--- config.mk ---
export PLATFORM = sky130hd
export DESIGN_NAME = dram_thermal_throttle
export DESIGN_NICKNAME = d
export VERILOG_FILES = /design/src/rtl/thr_pkg.sv /design/src/rtl/thr_window_timer.sv /design/src/rtl/thr_row_acc.sv /design/src/rtl/thr_duty_gate.sv /design/src/rtl/dram_thermal_throttle.sv
export SDC_FILE = /design/constraint.sdc
export NUM_CORES = 1
export LEC_CHECK = 0
export ABC_AREA = 1
export ABC_CLOCK_PERIOD_IN_PS = 10370
export BUFFER_PORTS_ARGS = -buffer_cell sky130_fd_sc_hd__buf_4
export CORE_ASPECT_RATIO = 1.2
export CORE_MARGIN = 3
export CORE_UTILIZATION = 60
export CTS_CLUSTER_DIAMETER = 120
export DETAILED_ROUTE_END_ITERATION = 6
export PLACE_DENSITY = 0.82
export SLEW_MARGIN = 40
export SYNTH_ARGS = -nofsm -noshare
export SYNTH_HDL_FRONTEND = slang
export SYNTH_SLANG_ARGS = --single-unit
--- constraint.sdc ---
create_clock -name clk -period 10.37 [get_ports clk]
set_input_delay 2.074 -clock clk [delete_from_list [all_inputs] [get_ports clk]]
set_output_delay 2.074 -clock clk [all_outputs]
set_load 0.1 [all_outputs]
--- src/rtl/thr_pkg.sv ---
`timescale 1ns/1ps
package thr_pkg;
  typedef enum logic [1:0] {
    KIND_HIT   = 2'd0,
    KIND_MISS  = 2'd1,
    KIND_EMPTY = 2'd2,
    KIND_NONE  = 2'd3
  } acc_kind_e;
endpackage

--- src/rtl/thr_window_timer.sv ---
`timescale 1ns/1ps
// Window counter plus the configuration shadow that is refreshed at each window end.
module thr_window_timer #(
  parameter int WIN_W = 16,
  parameter int WGT_W = 4,
  parameter int ACC_W = 12
) (
  input  logic             clk,
  input  logic             rst_n,
  input  logic [WIN_W-1:0] cfg_win_len,
  input  logic [WGT_W-1:0] cfg_wgt_hit,
  input  logic [WGT_W-1:0] cfg_wgt_miss,
  input  logic [WGT_W-1:0] cfg_wgt_empty,
  input  logic [ACC_W-1:0] cfg_limit,
  output logic             win_end,
  output logic             primed,
  output logic [WGT_W-1:0] wgt_hit,
  output logic [WGT_W-1:0] wgt_miss,
  output logic [WGT_W-1:0] wgt_empty,
  output logic [ACC_W-1:0] limit
);
  logic [WIN_W-1:0] len_q;
  logic [WIN_W-1:0] cnt_q;

  // Index of the final cycle of a window; length 0 acts as length 1.
  function automatic logic [WIN_W-1:0] last_tick(input logic [WIN_W-1:0] len);
    return (len == '0) ? '0 : len - 1'b1;
  endfunction

  assign win_end = !primed || (cnt_q == last_tick(len_q));

  always_ff @(posedge clk or negedge rst_n) begin
    if (!rst_n) begin
      len_q     <= '0;
      cnt_q     <= '0;
      primed    <= 1'b0;
      wgt_hit   <= '0;
      wgt_miss  <= '0;
      wgt_empty <= '0;
      limit     <= '0;
    end else if (win_end) begin
      cnt_q     <= '0;
      primed    <= 1'b1;
      len_q     <= cfg_win_len;
      wgt_hit   <= cfg_wgt_hit;
      wgt_miss  <= cfg_wgt_miss;
      wgt_empty <= cfg_wgt_empty;
      limit     <= cfg_limit;
    end else begin
      cnt_q <= cnt_q + 1'b1;
    end
  end
endmodule

--- src/rtl/thr_row_acc.sv ---
`timescale 1ns/1ps
// One row: saturating activity total, window verdict, throttle and sticky flag.
module thr_row_acc #(
  parameter int ACC_W = 12,
  parameter int INC_W = 8
) (
  input  logic             clk,
  input  logic             rst_n,
  input  logic             hit,
  input  logic [INC_W-1:0] inc,
  input  logic             win_end,
  input  logic             primed,
  input  logic [ACC_W-1:0] limit,
  input  logic             force_on,
  input  logic             clr,
  output logic [ACC_W-1:0] acc_q,
  output logic             over_q,
  output logic             throttle,
  output logic             sticky
);
  localparam int SUM_W = ((ACC_W > INC_W) ? ACC_W : INC_W) + 1;
  localparam logic [ACC_W-1:0] ACC_MAX = '1;

  function automatic logic [ACC_W-1:0] sat_add(input logic [ACC_W-1:0] a,
                                               input logic [INC_W-1:0] b);
    logic [SUM_W-1:0] s;
    s = SUM_W'(a) + SUM_W'(b);
    return (s > SUM_W'(ACC_MAX)) ? ACC_MAX : s[ACC_W-1:0];
  endfunction

  logic [ACC_W-1:0] acc_sum;
  assign acc_sum  = hit ? sat_add(acc_q, inc) : acc_q;
  assign throttle = over_q | force_on;

  always_ff @(posedge clk or negedge rst_n) begin
    if (!rst_n) begin
      acc_q  <= '0;
      over_q <= 1'b0;
    end else if (win_end) begin
      acc_q  <= '0;
      over_q <= primed && (acc_sum > limit);
    end else begin
      acc_q  <= acc_sum;
    end
  end

  always_ff @(posedge clk or negedge rst_n) begin
    if (!rst_n) sticky <= 1'b0;
    else        sticky <= (sticky & ~clr) | throttle;
  end
endmodule

--- src/rtl/thr_duty_gate.sv ---
`timescale 1ns/1ps
// Free-running duty phase; throttled rows may issue only in the leading slots.
module thr_duty_gate #(
  parameter int ROWS   = 4,
  parameter int DUTY_W = 4
) (
  input  logic              clk,
  input  logic              rst_n,
  input  logic [DUTY_W-1:0] duty_on,
  input  logic [DUTY_W-1:0] duty_period,
  input  logic [ROWS-1:0]   throttle,
  output logic              in_slot,
  output logic [ROWS-1:0]   cmd_ok
);
  logic [DUTY_W-1:0] phase_q;

  function automatic logic [DUTY_W-1:0] last_phase(input logic [DUTY_W-1:0] per);
    return (per == '0) ? '0 : per - 1'b1;
  endfunction

  assign in_slot = (phase_q < duty_on);
  assign cmd_ok  = ~throttle | {ROWS{in_slot}};

  always_ff @(posedge clk or negedge rst_n) begin
    if (!rst_n)                               phase_q <= '0;
    else if (phase_q >= last_phase(duty_period)) phase_q <= '0;
    else                                      phase_q <= phase_q + 1'b1;
  end
endmodule

--- src/rtl/dram_thermal_throttle.sv ---
`timescale 1ns/1ps
module dram_thermal_throttle #(
  parameter int ROWS   = 4,
  parameter int ACC_W  = 12,
  parameter int WIN_W  = 16,
  parameter int XFER_W = 4,
  parameter int WGT_W  = 4,
  parameter int DUTY_W = 4,
  localparam int ROW_W = (ROWS > 1) ? $clog2(ROWS) : 1
) (
  input  logic              clk,
  input  logic              rst_n,
  input  logic              ev_valid,
  input  logic [ROW_W-1:0]  ev_row,
  input  logic [XFER_W-1:0] ev_xfers,
  input  logic [1:0]        ev_kind,
  input  logic [WGT_W-1:0]  cfg_wgt_hit,
  input  logic [WGT_W-1:0]  cfg_wgt_miss,
  input  logic [WGT_W-1:0]  cfg_wgt_empty,
  input  logic [ACC_W-1:0]  cfg_limit,
  input  logic [WIN_W-1:0]  cfg_win_len,
  input  logic [DUTY_W-1:0] cfg_duty_on,
  input  logic [DUTY_W-1:0] cfg_duty_period,
  input  logic              overtemp,
  input  logic [ROWS-1:0]   sticky_clr,
  output logic [ROWS-1:0]   throttle,
  output logic [ROWS-1:0]   cmd_ok,
  output logic [ROWS-1:0]   sticky
);
  import thr_pkg::*;

  localparam int INC_W = WGT_W + XFER_W;

  // Named internal events, brought out for the checker.
  logic                  win_end;
  logic                  primed;
  logic                  in_slot;
  logic [ROWS-1:0]       row_over;
  logic [ROWS*ACC_W-1:0] acc_flat;

  logic [WGT_W-1:0] wgt_hit, wgt_miss, wgt_empty;
  logic [ACC_W-1:0] limit;
  logic [WGT_W-1:0] wgt_sel;
  logic [INC_W-1:0] inc;

  function automatic logic [WGT_W-1:0] pick_weight(input acc_kind_e k,
                                                   input logic [WGT_W-1:0] wh,
                                                   input logic [WGT_W-1:0] wm,
                                                   input logic [WGT_W-1:0] we);
    case (k)
      KIND_HIT:   return wh;
      KIND_MISS:  return wm;
      KIND_EMPTY: return we;
      default:    return '0;
    endcase
  endfunction

  assign wgt_sel = pick_weight(acc_kind_e'(ev_kind), wgt_hit, wgt_miss, wgt_empty);
  assign inc     = INC_W'(wgt_sel) * INC_W'(ev_xfers);

  thr_window_timer #(.WIN_W(WIN_W), .WGT_W(WGT_W), .ACC_W(ACC_W)) u_timer (
    .clk          (clk),
    .rst_n        (rst_n),
    .cfg_win_len  (cfg_win_len),
    .cfg_wgt_hit  (cfg_wgt_hit),
    .cfg_wgt_miss (cfg_wgt_miss),
    .cfg_wgt_empty(cfg_wgt_empty),
    .cfg_limit    (cfg_limit),
    .win_end      (win_end),
    .primed       (primed),
    .wgt_hit      (wgt_hit),
    .wgt_miss     (wgt_miss),
    .wgt_empty    (wgt_empty),
    .limit        (limit)
  );

  for (genvar g = 0; g < ROWS; g++) begin : g_row
    logic row_hit;
    assign row_hit = ev_valid && (ev_row == ROW_W'(g));

    thr_row_acc #(.ACC_W(ACC_W), .INC_W(INC_W)) u_row (
      .clk     (clk),
      .rst_n   (rst_n),
      .hit     (row_hit),
      .inc     (inc),
      .win_end (win_end),
      .primed  (primed),
      .limit   (limit),
      .force_on(overtemp),
      .clr     (sticky_clr[g]),
      .acc_q   (acc_flat[g*ACC_W +: ACC_W]),
      .over_q  (row_over[g]),
      .throttle(throttle[g]),
      .sticky  (sticky[g])
    );
  end

  thr_duty_gate #(.ROWS(ROWS), .DUTY_W(DUTY_W)) u_duty (
    .clk        (clk),
    .rst_n      (rst_n),
    .duty_on    (cfg_duty_on),
    .duty_period(cfg_duty_period),
    .throttle   (throttle),
    .in_slot    (in_slot),
    .cmd_ok     (cmd_ok)
  );
endmodule

==> flow_summary.toml, run 1 <==
[outcome]
status = "finished clean"

[routing]
drt_iter0_drc = 618
wl_per_cell_microns = 15.1
drt_first_pass_iters = 6
drc_errors = 0
totalWireLength_mm = 23.2
ant_nets = 0
vias = 8530
vias_per_cell = 5.55

[sta]
tns_ns = 0
finalCritPeriodShare = 0.747
fin_crit_ns = 7.74
maxSlewHeadroom = 0.411
rsz0062_at_grt = "no"
worst_slew_pin_slew_ns = 0.877
setup_viol = 0
drv_slew = 0
finClkSkew_ns = 0.00710
finalWorstSetupSlack_ns = 2.63
finalHoldViolCount = 0
timing.fmax_mhz = 129

[setup_path]
critPathMaxStageDelay_ns = 0.58
end_kind = "flop"
path_max_fanout = 6
cp.arrival_ns = 8.10
cpMostUsedCell = "nand2_1"
critPathKind = "input port to flop"
cp-start-kind = "input port"
cp_data_required_time_ns = 10.73
cpMaxStageDelayCell = "xor2_1"

[place]
hpwl_mm = 16.7
gp_congestion = 0.890
place_inst = 1505
portBuffers = 75
dp_slack_ns = 2.34

[synthesis]
synth_common_cells = "300 x nand2_1, 180 x inv_1, 151 x nor2_1"
synthCells = 1260
ys_top_cells_by_area = "dfrtp_1 32%, ha_1 15%, nand2_1 12%, inv_1 7.4%, nor2_1 6.2%"
synth_cell_types = 40
yosysWarnings = 0
synth-seq-cells = 117
yosysMostFrequentCell = "nand2_1"
synth_top_area_share = 0.319
syn_avg_cell_area_sq_um = 7.29
netlist_area_sq_um = 9180
yosysTopAreaCell = "dfrtp_1"
synth_fp_nets = 1442
synth_enable_flop_cells = 0
yosysSeqAreaShare = 0.319
synth_flop_cell = "dfrtp_1"
async_flop_share = 1.00

[min_path]
min_path_type = "flop to flop"

[die]
die_h_microns = 142
die_w_microns = 119
dieArea_sq_um = 16800
rows = 48
ios = 76
coreArea_sq_um = 14700
start_util = 0.626

[power_and_ir_drop]
power_per_cell_area_nw_per_um2 = 150
leakagePower_nw = 5.83
power_mw = 1.56
peakVddDrop_v = 0.000121

[clock_tree]
clk_latency_ns = 0.42
cts_buffer_depth = 2
numCtsBuffers = 17
cts_hold_buf = 0
post_cts_buffers = 0
cts_tree = "built"
h-tree-depth = 4
clock_sinks = 117
cts-resized-gates = 0
clkTransAtPathRegs_ns = 0.06
clockRootBuffer = "clkbuf_16"

[cells_and_area]
fillers = 1206
stdcell_count = 1537
drive_above_1_share = 0.0920
final_util = 0.714
area_delta_synth_final_pct = 14.0
nets = 1506
diodes = 0

[global_route]
grt_pass1_vias = 8470
grt_max_degree = 104
grt_pass1_wl_mm = 39.2
grt.total_usage = 0.286
antenna_found_initial = 0
grt-ovfl-total = 0

[job]
maxCapViolCount = 0
==> cell type report <==
cell class / instances / area (sq um) / share of cell area
clock inverter: 14 / 178 / 0.0170
tap: 200 / 250 / 0.0239
multi-input combinational: 927 / 5380 / 0.514
inverter: 180 / 676 / 0.0646
timing repair buffer: 81 / 612 / 0.0585
clock buffer: 18 / 439 / 0.0420
sequential: 117 / 2930 / 0.280
==> cell usage in the layout (no fill, tap or decap), drive strengths merged <==
master,netlist,routed
nor2,155,155
nand3b,4,4
o21a,1,1
clkinv,0,5
a21o,4,4
a21oi,53,53
xor2,31,31
buf,25,81
a21boi,3,3
xnor2,16,16
nor3b,1,1
inv,180,182
fa,8,8
o2111ai,1,1
nor3,13,13
o31ai,3,3
bufinv,0,3
a31oi,2,2
nand3,109,109
nand2,304,304
nor4b,1,1
nand4,25,25
ha,110,110
nor4,1,1
or2,1,1
dfrtp,117,117
conb,1,1
clkbuf,11,18
clkinvlp,0,4
o22ai,21,21
o211ai,4,4
o21ai,47,47
and2,1,1
o221ai,1,1
o21bai,1,1
a211oi,5,5
==> state kept, by name, summed over array words and instances (netlist names) <==
register,cells
u_timer.primed,1
g_row.u_row.acc_q,48
g_row.u_row.over_q,4
g_row.u_row.sticky,4
u_timer.cnt_q,16
u_timer.limit,12
u_timer.wgt_empty,4
u_timer.wgt_miss,4
u_duty.phase_q,4
u_timer.len_q,16
u_timer.wgt_hit,4
==> worst paths after layout <==
check,slack (ns),end,depth (start not counted),startpoint
max,2.63,g_row[2].u_row.over_q,30,ev_kind[0]
min,0.47,u_timer.cnt_q[0],1,u_timer.cnt_q[0]
max reg2reg,4.24,g_row[2].u_row.over_q,28,u_timer.wgt_empty[0]
min reg2reg,0.47,u_timer.cnt_q[0],1,u_timer.cnt_q[0]
max in group asynchronous,7.63,u_timer.len_q[4],2,rst_n
min in group asynchronous,1.68,u_timer.limit[9],1,rst_n
==> worst max-delay path: cells and delay by family <==
kind	cells	cell delay [ns]
AO/OA/AOI/OAI	6	1.27
XOR/XNOR	1	0.58
buffers and inverters	5	0.37
adder cells (fa/ha/maj)	5	2.26
AND/OR/NAND/NOR	13	1.53
==> per-layer routing <==
metal | global-route usage | vias up | share of wire | wire length, microns
li1 | - | 4209 | - | -
met1 | 0.370 | 3966 | 0.44 | 10100
met2 | 0.474 | 288 | 0.47 | 11000
met3 | 0.0411 | 67 | 0.055 | 1280
met4 | 0.136 | 0 | 0.038 | 872
met5 | 0 | - | 0 | 0
==> logic make-up after synthesis <==
family	Yosys count	synth area share
other	1	0.000408
AO/OA/AOI/OAI	146	0.0893
XOR/XNOR	47	0.0448
AND/OR/NAND/NOR	615	0.282
buffers and inverters	216	0.0970
flip-flops	117	0.319
adder cells (fa/ha/maj)	118	0.167
==> power breakdown <==
group	total (mW)	internal, mW	switching (mW)
Sequential	0.516	0.487	0.0286
Combinational	0.434	0.153	0.280
Clock	0.615	0.386	0.229
==> stage by stage <==
stage               hold slack, ns  cell area, sq um
global placement             0.455              9830
CTS                          0.474             10500
global route                 0.488             10500
floorplan                    0.431              9180
detailed placement           0.466              9840
finish                       0.471             10500
No activity file was read; power rests on OpenSTA's default activity.
==> run 2, diff against run 1 <==
--- a/config.mk
+++ b/config.mk
@@ -6,14 +6,14 @@
 export NUM_CORES = 1
 export LEC_CHECK = 0
 export ABC_AREA = 1
-export ABC_CLOCK_PERIOD_IN_PS = 10370
+export ABC_CLOCK_PERIOD_IN_PS = 6600
 export BUFFER_PORTS_ARGS = -buffer_cell sky130_fd_sc_hd__buf_4
 export CORE_ASPECT_RATIO = 1.2
 export CORE_MARGIN = 3
-export CORE_UTILIZATION = 60
+export CORE_UTILIZATION = 56
 export CTS_CLUSTER_DIAMETER = 120
 export DETAILED_ROUTE_END_ITERATION = 6
-export PLACE_DENSITY = 0.82
+export PLACE_DENSITY = 0.8
 export SLEW_MARGIN = 40
 export SYNTH_ARGS = -nofsm -noshare
 export SYNTH_HDL_FRONTEND = slang
==> constraint.sdc (replaced) <==
create_clock -name clk -period 6.6 [get_ports clk]
set_input_delay 1.32 -clock clk [delete_from_list [all_inputs] [get_ports clk]]
set_output_delay 1.32 -clock clk [all_outputs]
set_load 0.1 [all_outputs]
==> run 2 against run 1 <==
  * Worst hold slack better by 0.014 ns
  * Clock power is 55% higher
  * Core utilization decreased by 2.3 points
  * Register-to-register slack worse by 3.1 ns
  * Sequential cell count is the same
  * Die area is 6.8% higher
  * Via count grew 1.8%
  * Global-route usage fell by 1.9 points
  * Power up 60%
  * Clock-buffer cell count grew 1
  * Worst setup slack lost 2.3 ns
  * Critical endpoint unchanged
  * Largest cell class unchanged
  * Highest routed layer unchanged
==> flow_summary.toml, run 2 (synthesis gave the netlist of run 1 again) <==
[outcome]
status = "finished clean"

[setup_path]
r2r-start = "u_timer.wgt_miss[0]"
cp_data_required_time_ns = 6.96
reg2reg_slack_ns = 1.13
cp.arrival_ns = 6.62
cpMostUsedCell = "nand2_1"
path_max_fanout = 6
rr_worst_depth = 30
crit_path_end = "g_row[2].u_row.over_q"
r2r_end = "g_row[2].u_row.over_q"
critPathKind = "input port to flop"
cpMaxStageDelayCell = "fa_1"
crit_path_start = "ev_kind[0]"
critPathMaxStageDelay_ns = 0.56
end_kind = "flop"
cp-start-kind = "input port"

[die]
coreArea_sq_um = 15800
rows = 50
start_util = 0.580
ios = 76
die_h_microns = 146
dieArea_sq_um = 18000
die_w_microns = 123

[cells_and_area]
layout_common_cells = "300 x nand2_1, 179 x inv_1, 147 x nor2_1"
diodes = 0
stdcell_count = 1596
fillers = 1273
largest_reg_flops = 48
fin_area_sq_um = 10900
area_delta_synth_final_pct = 19.2
layout_commonest_cell = "nand2_1"
nets = 1557
drive_above_1_share = 0.134
reg_top3 = "g_row.u_row.acc_q x48, u_timer.cnt_q x16, u_timer.len_q x16"
max_flop_register = "g_row.u_row.acc_q"

[sta]
finClkSkew_ns = 0.00884
setup_viol = 0
finalHoldViolCount = 0
drv_slew = 0
fin_crit_ns = 6.25
finalCritPeriodShare = 0.947
worst_slew_pin_slew_ns = 0.671
hold_ws_ns = 0.485
maxSlewHeadroom = 0.553
tns_ns = 0
timing.fmax_mhz = 160

[power_and_ir_drop]
leakagePower_nw = 6.08
power_mw = 2.50
peakVddDrop_v = 0.000205
power_per_cell_area_nw_per_um2 = 228

[job]
maxCapViolCount = 0

[clock_tree]
clk_latency_ns = 0.43
numCtsBuffers = 17
cts_tree = "built"
h-tree-depth = 4
clockRootBuffer = "clkbuf_16"
clkTransAtPathRegs_ns = 0.06
clock_sinks = 117
cts_buffer_depth = 2

[global_route]
grt.total_usage = 0.267
antenna_found_initial = 0
grt-ovfl-total = 0
grt_pass1_vias = 8466
grt_max_degree = 104
grt_pass1_wl_mm = 38.5

[place]
hpwl_mm = 16.7
portBuffers = 75
gp_congestion = 0.917
place_inst = 1563
place_area_sq_um = 10300

[routing]
totalWireLength_mm = 23.2
drc_errors = 0
drt_iter0_drc = 596
vias = 8687
vias_per_cell = 5.44
wl_per_cell_microns = 14.6
drt_first_pass_iters = 5
ant_nets = 0

[min_path]
min_path_type = "flop to flop"
-- run 2: layout make-up --
| cell class | instances | area [sq um] | share of cell area |
|---|---|---|---|
| well taps | 208 | 260 | 0.0238 |
| clock buffers | 19 | 433 | 0.0396 |
| clock inverters | 13 | 175 | 0.0160 |
| flip-flops and latches | 117 | 2930 | 0.268 |
| repair buffers | 132 | 1020 | 0.0932 |
| multi-input cells | 927 | 5450 | 0.498 |
| inverters | 180 | 676 | 0.0617 |
-- run 2: timing repair --
action	4_1_cts	5_1_grt
gates resized for setup	0	22
setup buffers	0	1
setup endpoints to repair	0	4
hold buffers	0	0
-- run 2: worst min path at each step --
stage                                 from               end  slack, ns  cells after the start
after detailed placement  u_timer.cnt_q[0]  u_timer.cnt_q[0]       0.47                      1
final                     u_timer.cnt_q[0]  u_timer.cnt_q[0]       0.49                      1
after floorplan           u_timer.cnt_q[0]  u_timer.cnt_q[0]       0.43                      1
after CTS                 u_timer.cnt_q[0]  u_timer.cnt_q[0]       0.49                      1
after global placement    u_timer.cnt_q[0]  u_timer.cnt_q[0]       0.45                      1
after global routing      u_timer.cnt_q[0]  u_timer.cnt_q[0]       0.52                      1
-- run 2: worst max-delay path: cells and delay by family --
family                     cells  cell delay, ns
adders and majority gates      5            2.10
xor gates and xnor gates       1            0.21
buffers and inverters         10            1.01
and+or+nand+nor               13            1.16
AOI/OAI and AO/OA              4            0.81
-- run 2: power by group --
group	internal (mW)	switching (mW)
logic	0.284	0.450
registers	0.765	0.0446
clock network	0.598	0.356
-- run 2: metrics by stage --
step | utilization | worst slack (ns)
6_report | 0.691 | 0.347
5_1_grt | 0.691 | -0.0251
4_1_cts | 0.686 | 0.130
3_5_place_dp | 0.648 | -0.269
3_3_place_gp | 0.647 | -0.171
2_1_floorplan | - | 0.507
-- run 2: layer usage --
metal / up-vias / global-route usage / wire length, microns
met4: 0 / 0.111 / 797
met5: - / 0 / 0
met2: 277 / 0.444 / 11200
met1: 4044 / 0.341 / 9870
li1: 4309 / - / -
met3: 57 / 0.0438 / 1350
